`src/rtl/i2cbuf_pkg.sv`:
```
package i2cbuf_pkg;

    // What the transfer decoder asks the transmit path to do this cycle
    typedef enum logic [1:0] {
        XF_NONE = 2'd0,
        XF_LOAD = 2'd1,
        XF_REL  = 2'd2,
        XF_STOP = 2'd3
    } xfer_act_e;

endpackage

```
`src/rtl/i2cbuf_xfer_dec.sv`:
```
module i2cbuf_xfer_dec
    import i2cbuf_pkg::*;
(
    input  logic      clk,
    input  logic      rst_n,
    input  logic      en,
    input  logic      is_master,
    input  logic      ev_addr,
    input  logic      addr_match,
    input  logic      dir_rw,
    input  logic      ev_ack,
    input  logic      ack_bit,
    output xfer_act_e act
);

    typedef struct packed {
        logic slv_tx;   // this slave is sending to a reading master
        logic mst_tx;   // this master addressed a slave for writing
    } dec_st_t;

    dec_st_t st_q, st_d;
    xfer_act_e act_d;

    always_comb begin
        st_d  = st_q;
        act_d = XF_NONE;
        if (en) begin
            if (!is_master) begin
                st_d.mst_tx = 1'b0;
                if (ev_addr) begin
                    st_d.slv_tx = addr_match && dir_rw;
                    if (addr_match && dir_rw) begin
                        act_d = XF_LOAD;
                    end
                end else if (ev_ack && st_q.slv_tx) begin
                    if (!ack_bit) begin
                        act_d = XF_LOAD;
                    end else begin
                        act_d       = XF_REL;
                        st_d.slv_tx = 1'b0;
                    end
                end
            end else begin
                st_d.slv_tx = 1'b0;
                if (ev_addr) begin
                    st_d.mst_tx = !dir_rw;
                end else if (ev_ack && st_q.mst_tx) begin
                    if (!ack_bit) begin
                        act_d = XF_LOAD;
                    end else begin
                        act_d       = XF_STOP;
                        st_d.mst_tx = 1'b0;
                    end
                end
            end
        end
    end

    always_ff @(posedge clk or negedge rst_n) begin
        if (!rst_n) begin
            st_q <= '0;
        end else begin
            st_q <= st_d;
        end
    end

    assign act = act_d;

    AST_ROLE_EXCL: assert property (@(posedge clk) disable iff (!rst_n)
        !(st_q.slv_tx && st_q.mst_tx));

endmodule

```
`src/rtl/i2cbuf_tx_path.sv`:
```
module i2cbuf_tx_path
    import i2cbuf_pkg::*;
#(
    parameter int DATA_W = 8
) (
    input  logic              clk,
    input  logic              rst_n,
    input  logic              en,
    input  xfer_act_e         act,
    input  logic              cpu_wr,
    input  logic [DATA_W-1:0] cpu_data,
    output logic              load_p,
    output logic [DATA_W-1:0] shift_byte,
    output logic              rel_p,
    output logic              stop_p,
    output logic              empty
);

    typedef struct packed {
        logic [DATA_W-1:0] hold;
        logic [DATA_W-1:0] shift;
        logic              empty;
        logic              load_p;
        logic              rel_p;
        logic              stop_p;
    } tx_st_t;

    tx_st_t q, d;

    always_comb begin
        d        = q;
        d.load_p = 1'b0;
        d.rel_p  = 1'b0;
        d.stop_p = 1'b0;
        if (en) begin
            unique case (act)
                XF_LOAD: begin
                    d.shift  = q.hold;
                    d.load_p = 1'b1;
                    d.empty  = 1'b1;
                end
                XF_REL:  d.rel_p  = 1'b1;
                XF_STOP: d.stop_p = 1'b1;
                default: ;
            endcase
            // a CPU write lands after the move, so it refills the holding byte
            if (cpu_wr) begin
                d.hold  = cpu_data;
                d.empty = 1'b0;
            end
        end
    end

    always_ff @(posedge clk or negedge rst_n) begin
        if (!rst_n) begin
            q       <= '0;
            q.empty <= 1'b1;
        end else begin
            q <= d;
        end
    end

    assign load_p     = q.load_p;
    assign shift_byte = q.shift;
    assign rel_p      = q.rel_p;
    assign stop_p     = q.stop_p;
    assign empty      = q.empty;

    AST_SHIFT_ONLY_ON_LOAD: assert property (@(posedge clk) disable iff (!rst_n)
        !q.load_p |-> $stable(q.shift));
    AST_EMPTY_AFTER_LOAD: assert property (@(posedge clk) disable iff (!rst_n)
        q.load_p |-> (q.empty || $past(cpu_wr && en)));

endmodule

```
`src/rtl/i2cbuf_rx_path.sv`:
```
module i2cbuf_rx_path #(
    parameter int DATA_W = 8
) (
    input  logic              clk,
    input  logic              rst_n,
    input  logic              en,
    input  logic              in_valid,
    input  logic [DATA_W-1:0] in_byte,
    input  logic              rd,
    input  logic              irq_clr,
    output logic [DATA_W-1:0] data,
    output logic              full,
    output logic              irq
);

    typedef struct packed {
        logic [DATA_W-1:0] data;
        logic [DATA_W-1:0] pend;
        logic              pend_v;
        logic              full;
        logic              irq;
    } rx_st_t;

    rx_st_t q, d;
    logic   fill;

    always_comb begin
        d    = q;
        fill = 1'b0;
        if (en) begin
            if (rd) begin
                d.full = 1'b0;
                if (q.pend_v) begin
                    d.data   = q.pend;
                    d.full   = 1'b1;
                    d.pend_v = 1'b0;
                    fill     = 1'b1;
                end
            end
            if (in_valid) begin
                if (!q.full || (rd && !q.pend_v)) begin
                    d.data = in_byte;
                    d.full = 1'b1;
                    fill   = 1'b1;
                end else begin
                    // register still occupied: park the newest byte
                    d.pend   = in_byte;
                    d.pend_v = 1'b1;
                end
            end
            if (irq_clr) begin
                d.irq = 1'b0;
            end
            if (fill) begin
                d.irq = 1'b1;
            end
        end
    end

    always_ff @(posedge clk or negedge rst_n) begin
        if (!rst_n) begin
            q <= '0;
        end else begin
            q <= d;
        end
    end

    assign data = q.data;
    assign full = q.full;
    assign irq  = q.irq;

    AST_PEND_NEEDS_FULL: assert property (@(posedge clk) disable iff (!rst_n)
        q.pend_v |-> q.full);
    AST_IRQ_ON_FILL: assert property (@(posedge clk) disable iff (!rst_n)
        $rose(q.full) |-> q.irq);

endmodule

```
`src/rtl/i2c_bufctl.sv`:
```
module i2c_bufctl
    import i2cbuf_pkg::*;
#(
    parameter int DATA_W = 8
) (
    input  logic              clk,
    input  logic              rst_n,
    input  logic              en,
    input  logic              is_master,
    input  logic              cpu_tx_wr,
    input  logic [DATA_W-1:0] cpu_tx_data,
    input  logic              cpu_rx_rd,
    input  logic              cpu_rxif_clr,
    input  logic              ev_addr,
    input  logic              addr_match,
    input  logic              dir_rw,
    input  logic              ev_ack,
    input  logic              ack_bit,
    input  logic              ev_rx_byte,
    input  logic [DATA_W-1:0] bus_byte,
    output logic              shift_load,
    output logic [DATA_W-1:0] shift_data,
    output logic              sda_release,
    output logic              stop_req,
    output logic              tx_empty,
    output logic [DATA_W-1:0] rx_data,
    output logic              rx_full,
    output logic              rx_irq
);

    xfer_act_e act;
    logic      rx_in_valid;

    // matched slave address goes through the receive register like data
    assign rx_in_valid = ev_rx_byte || (ev_addr && !is_master && addr_match);

    i2cbuf_xfer_dec u_dec (
        .clk        (clk),
        .rst_n      (rst_n),
        .en         (en),
        .is_master  (is_master),
        .ev_addr    (ev_addr),
        .addr_match (addr_match),
        .dir_rw     (dir_rw),
        .ev_ack     (ev_ack),
        .ack_bit    (ack_bit),
        .act        (act)
    );

    i2cbuf_tx_path #(.DATA_W(DATA_W)) u_tx (
        .clk        (clk),
        .rst_n      (rst_n),
        .en         (en),
        .act        (act),
        .cpu_wr     (cpu_tx_wr),
        .cpu_data   (cpu_tx_data),
        .load_p     (shift_load),
        .shift_byte (shift_data),
        .rel_p      (sda_release),
        .stop_p     (stop_req),
        .empty      (tx_empty)
    );

    i2cbuf_rx_path #(.DATA_W(DATA_W)) u_rx (
        .clk      (clk),
        .rst_n    (rst_n),
        .en       (en),
        .in_valid (rx_in_valid),
        .in_byte  (bus_byte),
        .rd       (cpu_rx_rd),
        .irq_clr  (cpu_rxif_clr),
        .data     (rx_data),
        .full     (rx_full),
        .irq      (rx_irq)
    );

    AST_LOAD_NEEDS_EN: assert property (@(posedge clk) disable iff (!rst_n)
        shift_load |-> $past(en));
    AST_RELEASE_ON_SLAVE_NACK: assert property (@(posedge clk) disable iff (!rst_n)
        sda_release |-> $past(!is_master && ev_ack && ack_bit));
    AST_STOP_ON_MASTER_NACK: assert property (@(posedge clk) disable iff (!rst_n)
        stop_req |-> $past(is_master && ev_ack && ack_bit));
    AST_NACK_NO_LOAD: assert property (@(posedge clk) disable iff (!rst_n)
        (sda_release || stop_req) |-> !shift_load);

endmodule

```
`config.mk`:
```
export PLATFORM = sky130hd
export DESIGN_NAME = i2c_bufctl
export DESIGN_NICKNAME = d
export VERILOG_FILES = /design/src/rtl/i2cbuf_pkg.sv /design/src/rtl/i2cbuf_xfer_dec.sv /design/src/rtl/i2cbuf_tx_path.sv /design/src/rtl/i2cbuf_rx_path.sv /design/src/rtl/i2c_bufctl.sv
export SDC_FILE = /design/constraint.sdc
export NUM_CORES = 1
export LEC_CHECK = 0
export BUFFER_PORTS_ARGS = -buffer_cell sky130_fd_sc_hd__clkbuf_2
export CAP_MARGIN = 40
export CORE_ASPECT_RATIO = 1.4
export CORE_UTILIZATION = 55
export CTS_CLUSTER_DIAMETER = 150
export CTS_CLUSTER_SIZE = 30
export DETAILED_ROUTE_END_ITERATION = 7
export GPL_ROUTABILITY_DRIVEN = 0
export PLACE_DENSITY = 0.83
export SYNTH_ARGS = -nofsm -noshare
export SYNTH_HDL_FRONTEND = slang
export SYNTH_SLANG_ARGS = --single-unit
```
`constraint.sdc`:
```
create_clock -name clk -period 5.1 [get_ports clk]
set_clock_uncertainty 0.15 [all_clocks]
set_input_delay 1.02 -clock clk [delete_from_list [all_inputs] [get_ports clk]]
set_output_delay 1.02 -clock clk [all_outputs]
set_load 0.01 [all_outputs]
```
After elaboration in Yosys (flattened, before gate mapping). Index checks and enable logic that the tools add are counted. W data, S select, Z words.

Bits in registers: 41. Input bits: 29.

Eq/ne operators: 5. Mux-type cells: 35. Bitwise operators: 1. Reduce and logical (&&, ||, !) cells: 23.

Operators by type and width (number): $mux W8 (3); $mux W2 (11); $mux W1 (18); $mux W18 (1); $mux W9 (1); $reduce_and A3 Y1 (3); $reduce_and A2 Y1 (4); $logic_and A1 B1 Y1 (6); $ne A3 B1 Y1 const B (2); $reduce_bool A3 Y1 (2); $eq A2 B2 Y1 const B (2); $logic_not A1 Y1 (4); $reduce_bool A2 Y1 (2); $mux W3 (1); $eq A2 B1 Y1 const B (1); $logic_or A1 B1 Y1 (2); $not A1 Y1 (1).

Depth between registers and ports, before layout. Gate-level depths: netlist (run 1).

Depth in word-level cells: 8. Gate-level depth with buffers: 5.

By module. A second synthesis (run 1) with hierarchy kept.

Cells, all modules: 158. Area total of the unflattened synthesis: 1953.1 sq um.

Modules (own cells, without submodules): i2cbuf_rx_path (instances 1, cells each 86, area an instance 985.9 sq um, sequential area each 475.5 sq um); i2cbuf_tx_path (instances 1, cells each 51, area an instance 794.5 sq um, sequential area each 501.7 sq um); i2cbuf_xfer_dec (instances 1, cells each 19, area an instance 161.4 sq um, sequential area each 50.0 sq um); i2c_bufctl (instances 1, cells each 2, area an instance 11.3 sq um, sequential area each 0.0 sq um).

Least setup slack after synthesis (run 1). OpenSTA, ideal clock, no wires.

Kind: in2reg. Start point: in addr_match. End point: reg u_rx.q[10] (netlist name). Arrival time: 2.024 ns. Required time: 4.825 ns. Setup slack: 2.801 ns. Stages on the path: 5. Cells stage by stage: and3b_1 or2_1 buf_2 nand4_4 mux2_2.

Cells in the longest elaborated chain, start to end: 3.

Ends and longest elaborated chain: start, declared (RTL line i2c_bufctl.sv:15) `input logic addr_match,`; $logic_and A1 B1 Y1 (RTL line i2c_bufctl.sv:35) `assign rx_in_valid = ev_rx_byte || (ev_addr && !is_master && addr_match);`; $logic_or A1 B1 Y1 (RTL line i2c_bufctl.sv:35); $reduce_and A3 Y1 (no source line); end signal, assigned (RTL line i2cbuf_rx_path.sv:62) `q <= '0;`; end signal, assigned (RTL line i2cbuf_rx_path.sv:64) `q <= d;`; end, declared (RTL line i2cbuf_rx_path.sv:24) `rx_st_t q, d;`.

No other way between the ends. A chain may end at the register's enable or synchronous reset.

Worst setup path after layout (run 1).
Start point: in en. End point: reg u_tx.q (netlist bit u_tx.shift_byte[5]).

Cells in the longest elaborated chain, start to end: 3.

Ends and longest elaborated chain: start, declared (RTL line i2c_bufctl.sv:8) `input logic en,`; $mux W2 (RTL line i2cbuf_xfer_dec.sv:27) `if (en) begin`; $eq A2 B1 Y1 (RTL line i2cbuf_tx_path.sv:36) `unique case (act)`; $reduce_and A2 Y1 (no source line) (*); end, declared (RTL line i2cbuf_tx_path.sv:28) `tx_st_t q, d;`.

Every way passes the cells marked *; elsewhere a longest branch is shown, timed or not.

==> results.md, run 1 <==
* PostCTS Resize Cnt at 0
* Worst EP required at 5130 ps
* Post-route ant nets at 0
* First-pass GRT wire length at 5.94 mm
* Vias at 1310
* Combinational family with the most area after synthesis: multiplexers
* Crit path kind: primary input to register
* Fmax at 427 MHz
* Reg clk slew, reported paths at 80 ps
* Final Hold Fails at 0
* # rows at 25
* Vias in the first global route at 1344
* Input/output buffers at 50
* Die Ht at 71.8 µm
* Ant diodes at 0
* Simple logic cell fraction of the synthesized area at 12.2%
* Core footprint at 3350 µm²
* Hold Path Origin: u_tx.empty
* Htree depth at 2
* Net count, final at 223
* Crit path max fanout at 14
* Number of remaining DRC errors at 0
* Initial antenna violation count at 0
* Postcts setup bufs at 0
* Worst-Margin Slew at 629 ps
* Final setup violation count at 0
* Adder-Cell Fraction of Synth Area at 0%
* Peak supply drop at 0.000381 V
* Area Overhead vs Synth at 15.6%
* DR pass1 iterations at 4
* DRT iter0 DRCs at 36
* Filler cells at 260
* Reg2reg start: u_dec.st_q[0]
* Setup crit start kind: primary input
* Leakage at 1.07 nW
* Cells on worst reg2reg path at 4
* Post-synth top cells: dfrtp_1, mux2_2, buf_4
* Critical path arrival at 2380 ps
* Final HPWL DP at 2.66 mm
* Number of max-cap violations at 0
* Reg2Reg Setup Slack at 3380 ps
* Fin. max-slew vios at 0
* Die Wd at 51.8 µm
* Worst R2R End: u_tx.shift_byte[5]
* Post-synth ARST share at 100%
* YS warnings at 0
* Share of the yosys chip area belonging to registers at 53.7%
* Post-synth EDFFs at 0
* Mux contribution to synthesized area at 15.2%
* Initial Util at 57.2%
* Hold_buf cts at 0
* Synth cell types at 32
* WHS Path Cells at 2
* Status: completed
* Tcrit/Tclk final at 46.0%
* GRT Overall Usage at 22.3%
* Top-count cell post-synth: dfrtp_1
* Syn nets at 184
* Share of cells above drive strength 1 at 45.6%
* #FFs+latches synth at 41
* Avg Cell Area, Syn at 12.3 µm²
* CTS buffer count at 5
* Hold endpoint: u_tx.empty
* Post-Route WL at 3.55 mm
* Post-Synthesis Cell Area at 1910 µm²
* Via-to-Cell Ratio at 5.57
* Compound-Gate Fraction of Synth Area at 9.81%
* Clock root cell: clkbuf_8
* Final Util at 66.1%
* Rel. slew slack at 57.8%
* CTS tree: built
* Overflow after GRT at 0
* IO Pins at 51
* Synth area leaders: dfrtp_1, mux2_2, buf_4
* Cells after Synth at 155
* Top cell type's share of synthesized area at 52.3%
* Die area at 3720 µm²
* Hold/Removal Path Class: register to register
* WL/cell at 15.1 µm
* Crit end category: register
* RSZ-0062 raised after global routing: no
* Worst-skew pair later-pin latency at 300 ps
* Worst setup startpoint: en
* Pwr dens at 413 nW/µm²
* Clock Sinks at 41
* Yosys top cell by area: dfrtp_1
* Largest net degree at the start of global routing at 27
* Post-Synth XOR/XNOR Area at 0%
* Primary FF master, synth: dfrtp_1
* Fin crit period at 2340 ps
* Clock buffer depth at 2
* Setup TNS at 0 ps
-- flip-flops by register name (all words and copies together) (netlist names) --
register,count
u_rx.q,9
u_rx.data,8
u_tx.q,8
u_tx.shift_byte,8
u_dec.st_q,2
u_rx.full,1
u_rx.irq,1
u_tx.empty,1
u_tx.load_p,1
u_tx.rel_p,1
u_tx.stop_p,1
-- per-layer routing --
layer / track usage, % / vias to the layer above / part of all wire, %
met5: 0 / - / 0
met1: 24.4 / 633 / 38
met3: 8.70 / 6 / 7.3
met2: 37.7 / 60 / 52
met4: 9.01 / 0 / 1.9
li1: - / 611 / -
-- worst max-delay path by stage --
stage,end,slack (ps),cells past startpoint
finish,u_tx.shift_byte[5],2760,5
global route,u_tx.shift_byte[4],2650,5
CTS,u_tx.shift_byte[5],2740,5
detailed placement,u_tx.shift_byte[5],2420,5
floorplan,u_rx.q[10],2800,5
global placement,u_tx.shift_byte[2],2490,5
-- placed cells by master, fill, tap and decap left out, types with 3 or more instances in the layout --
cell type,count
inv_1,9
nand2_1,10
mux2_2,23
nor2_1,8
a21oi_1,3
a221oi_1,8
nor3_1,8
clkbuf_2,50
clkbuf_8,5
dfrtp_1,40
-- where the power goes --
| part | switching, mW | internal (mW) |
|---|---|---|
| registers | 0.0427 | 0.403 |
| logic | 0.103 | 0.107 |
| clock network | 0.112 | 0.145 |
-- kinds of logic (layout without fill, tap and decap cells) --
kind of cell           count (synthesis)  after routing
muxes                                 26             26
DFF                                   41             41
and+or+nand+nor                       40             40
AOI/OAI and AO/OA                     19             19
buffers and inverters                 29             69
-- area by class of cell --
| cell class | instances | area (µm²) | share of cell area, % |
|---|---|---|---|
| Clock buffer | 6 | 72.6 | 3.28 |
| Clock inverter | 2 | 35.0 | 1.58 |
| Inverter | 10 | 37.5 | 1.70 |
| Multi-Input combinational cell | 85 | 711 | 32.1 |
| Sequential cell | 41 | 1030 | 46.5 |
| Tap cell | 40 | 50.0 | 2.26 |
| Timing Repair Buffer | 51 | 278 | 12.6 |
-- worst max-delay path, stage by stage --
cell and delay, ps:
clkbuf_2 270, and4b_1 300, o32ai_4 120, nor2_4 290, mux2_2 370
-- through the flow --
step | hold slack (ps) | total power [mW] | setup WS [ps] | cell area, µm² | cells
floorplan | 315 | 0.628 | 2800 | 1910 | 155
global placement | 312 | 0.646 | 2490 | 2080 | 226
detailed placement | 331 | 0.664 | 2420 | 2100 | 227
CTS | 341 | 0.923 | 2740 | 2210 | 235
global route | 353 | 0.967 | 2650 | 2210 | 235
finish | 343 | 0.913 | 2760 | 2210 | 235
Power figures use the tool's default switching activity.
==> run 2, diff against run 1 <==
--- a/config.mk
+++ b/config.mk
@@ -8,12 +8,12 @@
 export BUFFER_PORTS_ARGS = -buffer_cell sky130_fd_sc_hd__clkbuf_2
 export CAP_MARGIN = 40
 export CORE_ASPECT_RATIO = 1.4
-export CORE_UTILIZATION = 55
+export CORE_UTILIZATION = 47
 export CTS_CLUSTER_DIAMETER = 150
 export CTS_CLUSTER_SIZE = 30
 export DETAILED_ROUTE_END_ITERATION = 7
 export GPL_ROUTABILITY_DRIVEN = 0
-export PLACE_DENSITY = 0.83
+export PLACE_DENSITY = 0.75
 export SYNTH_ARGS = -nofsm -noshare
 export SYNTH_HDL_FRONTEND = slang
 export SYNTH_SLANG_ARGS = --single-unit
==> constraint.sdc (replaced) <==
create_clock -name clk -period 1.9 [get_ports clk]
set_clock_uncertainty 0.15 [all_clocks]
set_input_delay 0.38 -clock clk [delete_from_list [all_inputs] [get_ports clk]]
set_output_delay 0.38 -clock clk [all_outputs]
set_load 0.01 [all_outputs]
==> results.md, run 2 (same netlist as run 1, synthesis figures left out) <==
* Initial Util at 48.8%
* Initial antenna violation count at 0
* Via-to-Cell Ratio at 5.27
* Final WS setup at 191 ps
* Rel. slew slack at 66.3%
* Reg clk slew, reported paths at 70 ps
* Filler cells at 351
* Hold/Removal Path Class: primary input to async pin
* Biggest register: u_rx.q
* Worst-Margin Slew at 506 ps
* First-pass GRT wire length at 5.55 mm
* DR pass1 iterations at 4
* Sequential share of power at 49.0%
* Post-Route WL at 3.24 mm
* Pre-CTS setup slack at -7.49 ps
* GRT Overall Usage at 16.2%
* WHS at -7.08 ps
* Fin crit period at 1710 ps
* Setup crit start kind: register
* Htree depth at 2
* Final setup violation count at 0
* Clk pwr share at 27.4%
* Number of remaining DRC errors at 0
* CTS tree: built
* Hold_buf cts at 0
* P_int at 1.76 mW
* PostCTS Resize Cnt at 0
* Fin area at 2240 µm²
* Crit end category: register
* CP delay by family, top: simple AND/OR/NAND/NOR gates
* Postcts setup bufs at 0
* WL/cell at 13.4 µm
* Fin. max-slew vios at 0
* Net Sw Frac at 27.3%
* Clock root cell: clkbuf_8
* Failing checks: hold timing
* Largest net degree at the start of global routing at 42
* Number of max-cap violations at 0
* Area Overhead vs Synth at 17.1%
* Reg2reg start: u_dec.st_q[0]
* DP Cell Count at 235
* Max reg flops at 9
* DRT iter0 DRCs at 44
* Leakage at 1.09 nW
* CTS buffer count at 5
* Worst EP required at 1920 ps
* Peak supply drop at 0.000751 V
* Logic pwr share at 23.6%
* Core footprint at 3920 µm²
* Input/output buffers at 50
* Critical path arrival at 1730 ps
* Worst setup startpoint: u_dec.st_q[0]
* Final HPWL DP at 2.38 mm
* RSZ-0062 raised after global routing: no
* Slowest-stage cell, CP: dfrtp_1
* Crit path kind: register to register
* Layout Cells excl Fill at 242
* Status: finished, violations left
* Pwr dens at 1080 nW/µm²
* Clock buffer depth at 2
* Ant diodes at 0
* Die area at 4330 µm²
* Die Wd at 55.9 µm
* Commonest cells after routing, fill and taps aside: clkbuf_2, dfrtp_1, mux2_2
* Worst-skew pair later-pin latency at 290 ps
* # rows at 27
* Fmax at 585 MHz
* Share of cells above drive strength 1 at 47.2%
* IO Pins at 51
* Vias at 1276
* Crit path max fanout at 10
* Overflow after GRT at 0
* Commonest non-fill, non-tap cell in the layout: clkbuf_2
* Max incr delay on CP at 420 ps
* CP Buf/Inv Count at 0
* Net count, final at 228
* Tcrit/Tclk final at 89.9%
* Dpl cell area at 2140 µm²
* Vias in the first global route at 1312
* Cell chain of the critical path: mux2i_1, and4bb_2, nor2_4, mux2_2
* Post-route ant nets at 0
* Final Hold Fails at 18
* Clock Sinks at 41
* Die Ht at 77.5 µm
* Switching power at 661 µW
## run 2: cell count changes in the layout (fill, tap and decap cells not counted)
cell | before | now
buf_16 | 1 | 0
clkbuf_1 | 1 | 0
buf_12 | 0 | 1
buf_4 | 0 | 5
## run 2: cell type report
class | count | area (µm²) | share of cell area [%]
timing repair buffer | 56 | 308 | 13.7
sequential | 41 | 1030 | 45.8
tap | 43 | 53.8 | 2.40
clock buffer | 5 | 68.8 | 3.07
inverter | 10 | 37.5 | 1.68
multi-input combinational | 85 | 711 | 31.7
clock inverter | 2 | 35.0 | 1.56
## run 2: final timing paths
path                                            to  cells after the start  slack (ps)
worst max-delay path            u_tx.shift_byte[5]                      4         190
max in group asynchronous               u_tx.empty                      2        1240
min in group clk                        u_tx.empty                      2         100
worst min register to register          u_tx.empty                      2         330
worst max register to register  u_tx.shift_byte[5]                      4         190
worst min-delay path                      u_rx.irq                      2          -7
## run 2: power by group through the flow
stage | registers, mW | logic, mW | clock network, mW
after CTS | 1.19 | 0.583 | 0.686
after floorplan | 1.18 | 0.502 | 0
after global placement | 1.20 | 0.565 | 0
after global routing | 1.21 | 0.632 | 0.711
final | 1.19 | 0.572 | 0.663
after detailed placement | 1.20 | 0.582 | 0
## run 2: layer usage
layer  global-route usage (%)  part of all wire (%)
met5                        0                     0
met4                     7.56                   1.4
met1                     17.7                    42
met3                     4.33                   5.7
met2                     28.8                    51
## run 2: stage by stage
step,setup TNS [ps],util [%],power [mW]
after floorplan,0,-,1.69
after global placement,0,54.5,1.77
after detailed placement,-7.49,54.5,1.79
after CTS,0,57.2,2.46
after global routing,0,57.2,2.56
final,0,57.2,2.42
==> run 3, diff against run 2 <==
--- a/config.mk
+++ b/config.mk
@@ -7,13 +7,14 @@
 export LEC_CHECK = 0
 export BUFFER_PORTS_ARGS = -buffer_cell sky130_fd_sc_hd__clkbuf_2
 export CAP_MARGIN = 40
-export CORE_ASPECT_RATIO = 1.4
+export CORE_ASPECT_RATIO = 1.2
 export CORE_UTILIZATION = 47
 export CTS_CLUSTER_DIAMETER = 150
 export CTS_CLUSTER_SIZE = 30
 export DETAILED_ROUTE_END_ITERATION = 7
 export GPL_ROUTABILITY_DRIVEN = 0
 export PLACE_DENSITY = 0.75
+export SLEW_MARGIN = 20
 export SYNTH_ARGS = -nofsm -noshare
 export SYNTH_HDL_FRONTEND = slang
 export SYNTH_SLANG_ARGS = --single-unit
==> results.md, run 3 (same netlist as run 1, synthesis figures left out) <==
* DP Cell Count at 246
* Worst-skew pair later-pin latency at 300 ps
* Layout Cells excl Fill at 254
* Max reg flops at 9
* Commonest cells after routing, fill and taps aside: clkbuf_2, dfrtp_1, mux2_2
* Hold/Removal Path Class: primary input to register
* Leakage at 1.10 nW
* Vias in the first global route at 1307
* RSZ-0062 raised after global routing: no
* WHS at 102 ps
* Commonest non-fill, non-tap cell in the layout: clkbuf_2
* Via-to-Cell Ratio at 5.09
* Clock buffer depth at 2
* Hold_buf cts at 1
* CTS buffer count at 5
* Pwr dens at 1070 nW/µm²
* Filler cells at 335
* Initial Util at 48.9%
* Final setup violation count at 0
* Net count, final at 229
* Clock Sinks at 41
* DR pass1 iterations at 4
* Crit path max fanout at 10
* WL/cell at 13.3 µm
* Core footprint at 3910 µm²
* Share of cells above drive strength 1 at 47.0%
* CTS tree: built
* Htree depth at 2
* Status: completed
* GRT Overall Usage at 17.7%
* Final Hold Fails at 0
* DRT iter0 DRCs at 52
* Biggest register: u_rx.q
* Fmax at 580 MHz
* Postcts setup bufs at 0
* Input/output buffers at 50
* Vias at 1292
* Pwr Total at 2.45 mW
* Clock root cell: clkbuf_8
* Critical path arrival at 1750 ps
* Worst EP required at 1930 ps
* Tcrit/Tclk final at 90.7%
* First-pass GRT wire length at 5.66 mm
* Number of max-cap violations at 0
* Die Wd at 60.2 µm
* Crit end category: register
* Die area at 4330 µm²
* Peak supply drop at 0.000555 V
* Post-route ant nets at 0
* Crit path kind: register to register
* Area Overhead vs Synth at 19.0%
* Final Util at 58.2%
* Fin. max-slew vios at 0
* Overflow after GRT at 0
* Post-Route WL at 3.37 mm
* Fin crit period at 1720 ps
* Fin area at 2280 µm²
* Reg clk slew, reported paths at 70 ps
* Rel. slew slack at 76.4%
* IO Pins at 51
* Largest net degree at the start of global routing at 42
* Initial antenna violation count at 0
* Die Ht at 71.9 µm
* Dpl cell area at 2160 µm²
* Number of remaining DRC errors at 0
* Setup crit start kind: register
* Final HPWL DP at 2.46 mm
* # rows at 25
* PostCTS Resize Cnt at 0
* Ant diodes at 0
* Worst-Margin Slew at 353 ps
-- run 3: cell count changes in the layout (fill, tap and decap cells not counted), sizes merged --
cell / previous run / this run
dlygate4sd3: 0 / 1
-- run 3: metal layers --
metal / part of all wire [%] / wire [µm] / track usage [%] / vias up
li1: - / - / - / 622
met1: 41 / 1380 / 19.9 / 629
met2: 52 / 1760 / 30.8 / 36
met3: 5.0 / 170 / 4.81 / 5
met4: 1.7 / 59 / 7.75 / 0
met5: 0 / 0 / 0 / -
-- run 3: where the power goes --
part	leakage, nW	total, mW	switching (mW)	internal, mW
combinational	0.567	0.578	0.273	0.305
clock	0.0540	0.677	0.295	0.382
sequential	0.479	1.19	0.111	1.08
-- run 3: layout make-up --
cell class / instances / area, µm² / area share, %
sequential: 41 / 1030 / 45.1
multi-input combinational: 85 / 711 / 31.2
inverter: 10 / 37.5 / 1.65
clock buffer: 5 / 68.8 / 3.02
clock inverter: 2 / 35.0 / 1.54
tap: 54 / 67.6 / 2.97
timing repair buffer: 57 / 330 / 14.5
-- run 3: worst paths after layout --
check                      cells past startpoint            endpoint  slack [ps]          start
max                                            4  u_tx.shift_byte[5]         180  u_dec.st_q[0]
max in group asynchronous                      3          u_tx.empty         880          rst_n
min reg2reg                                    2            u_rx.irq         340       u_rx.irq
min                                            2          u_tx.empty         100      cpu_tx_wr
max reg2reg                                    4  u_tx.shift_byte[5]         180  u_dec.st_q[0]
min in group asynchronous                      3           u_rx.full         450          rst_n
-- run 3: metrics by stage --
stage               TNS, ps  worst slack (ps)
floorplan                 0               241
global placement          0              15.0
detailed placement    -33.2             -22.5
CTS                       0               168
global route              0               107
finish                    0               177
-- run 3: worst max-delay path, stage by stage (launching register included) --
cell      delay [ps]
dfrtp_1          420
mux2i_1          130
and4bb_2         280
nor2_4           250
mux2_2           380
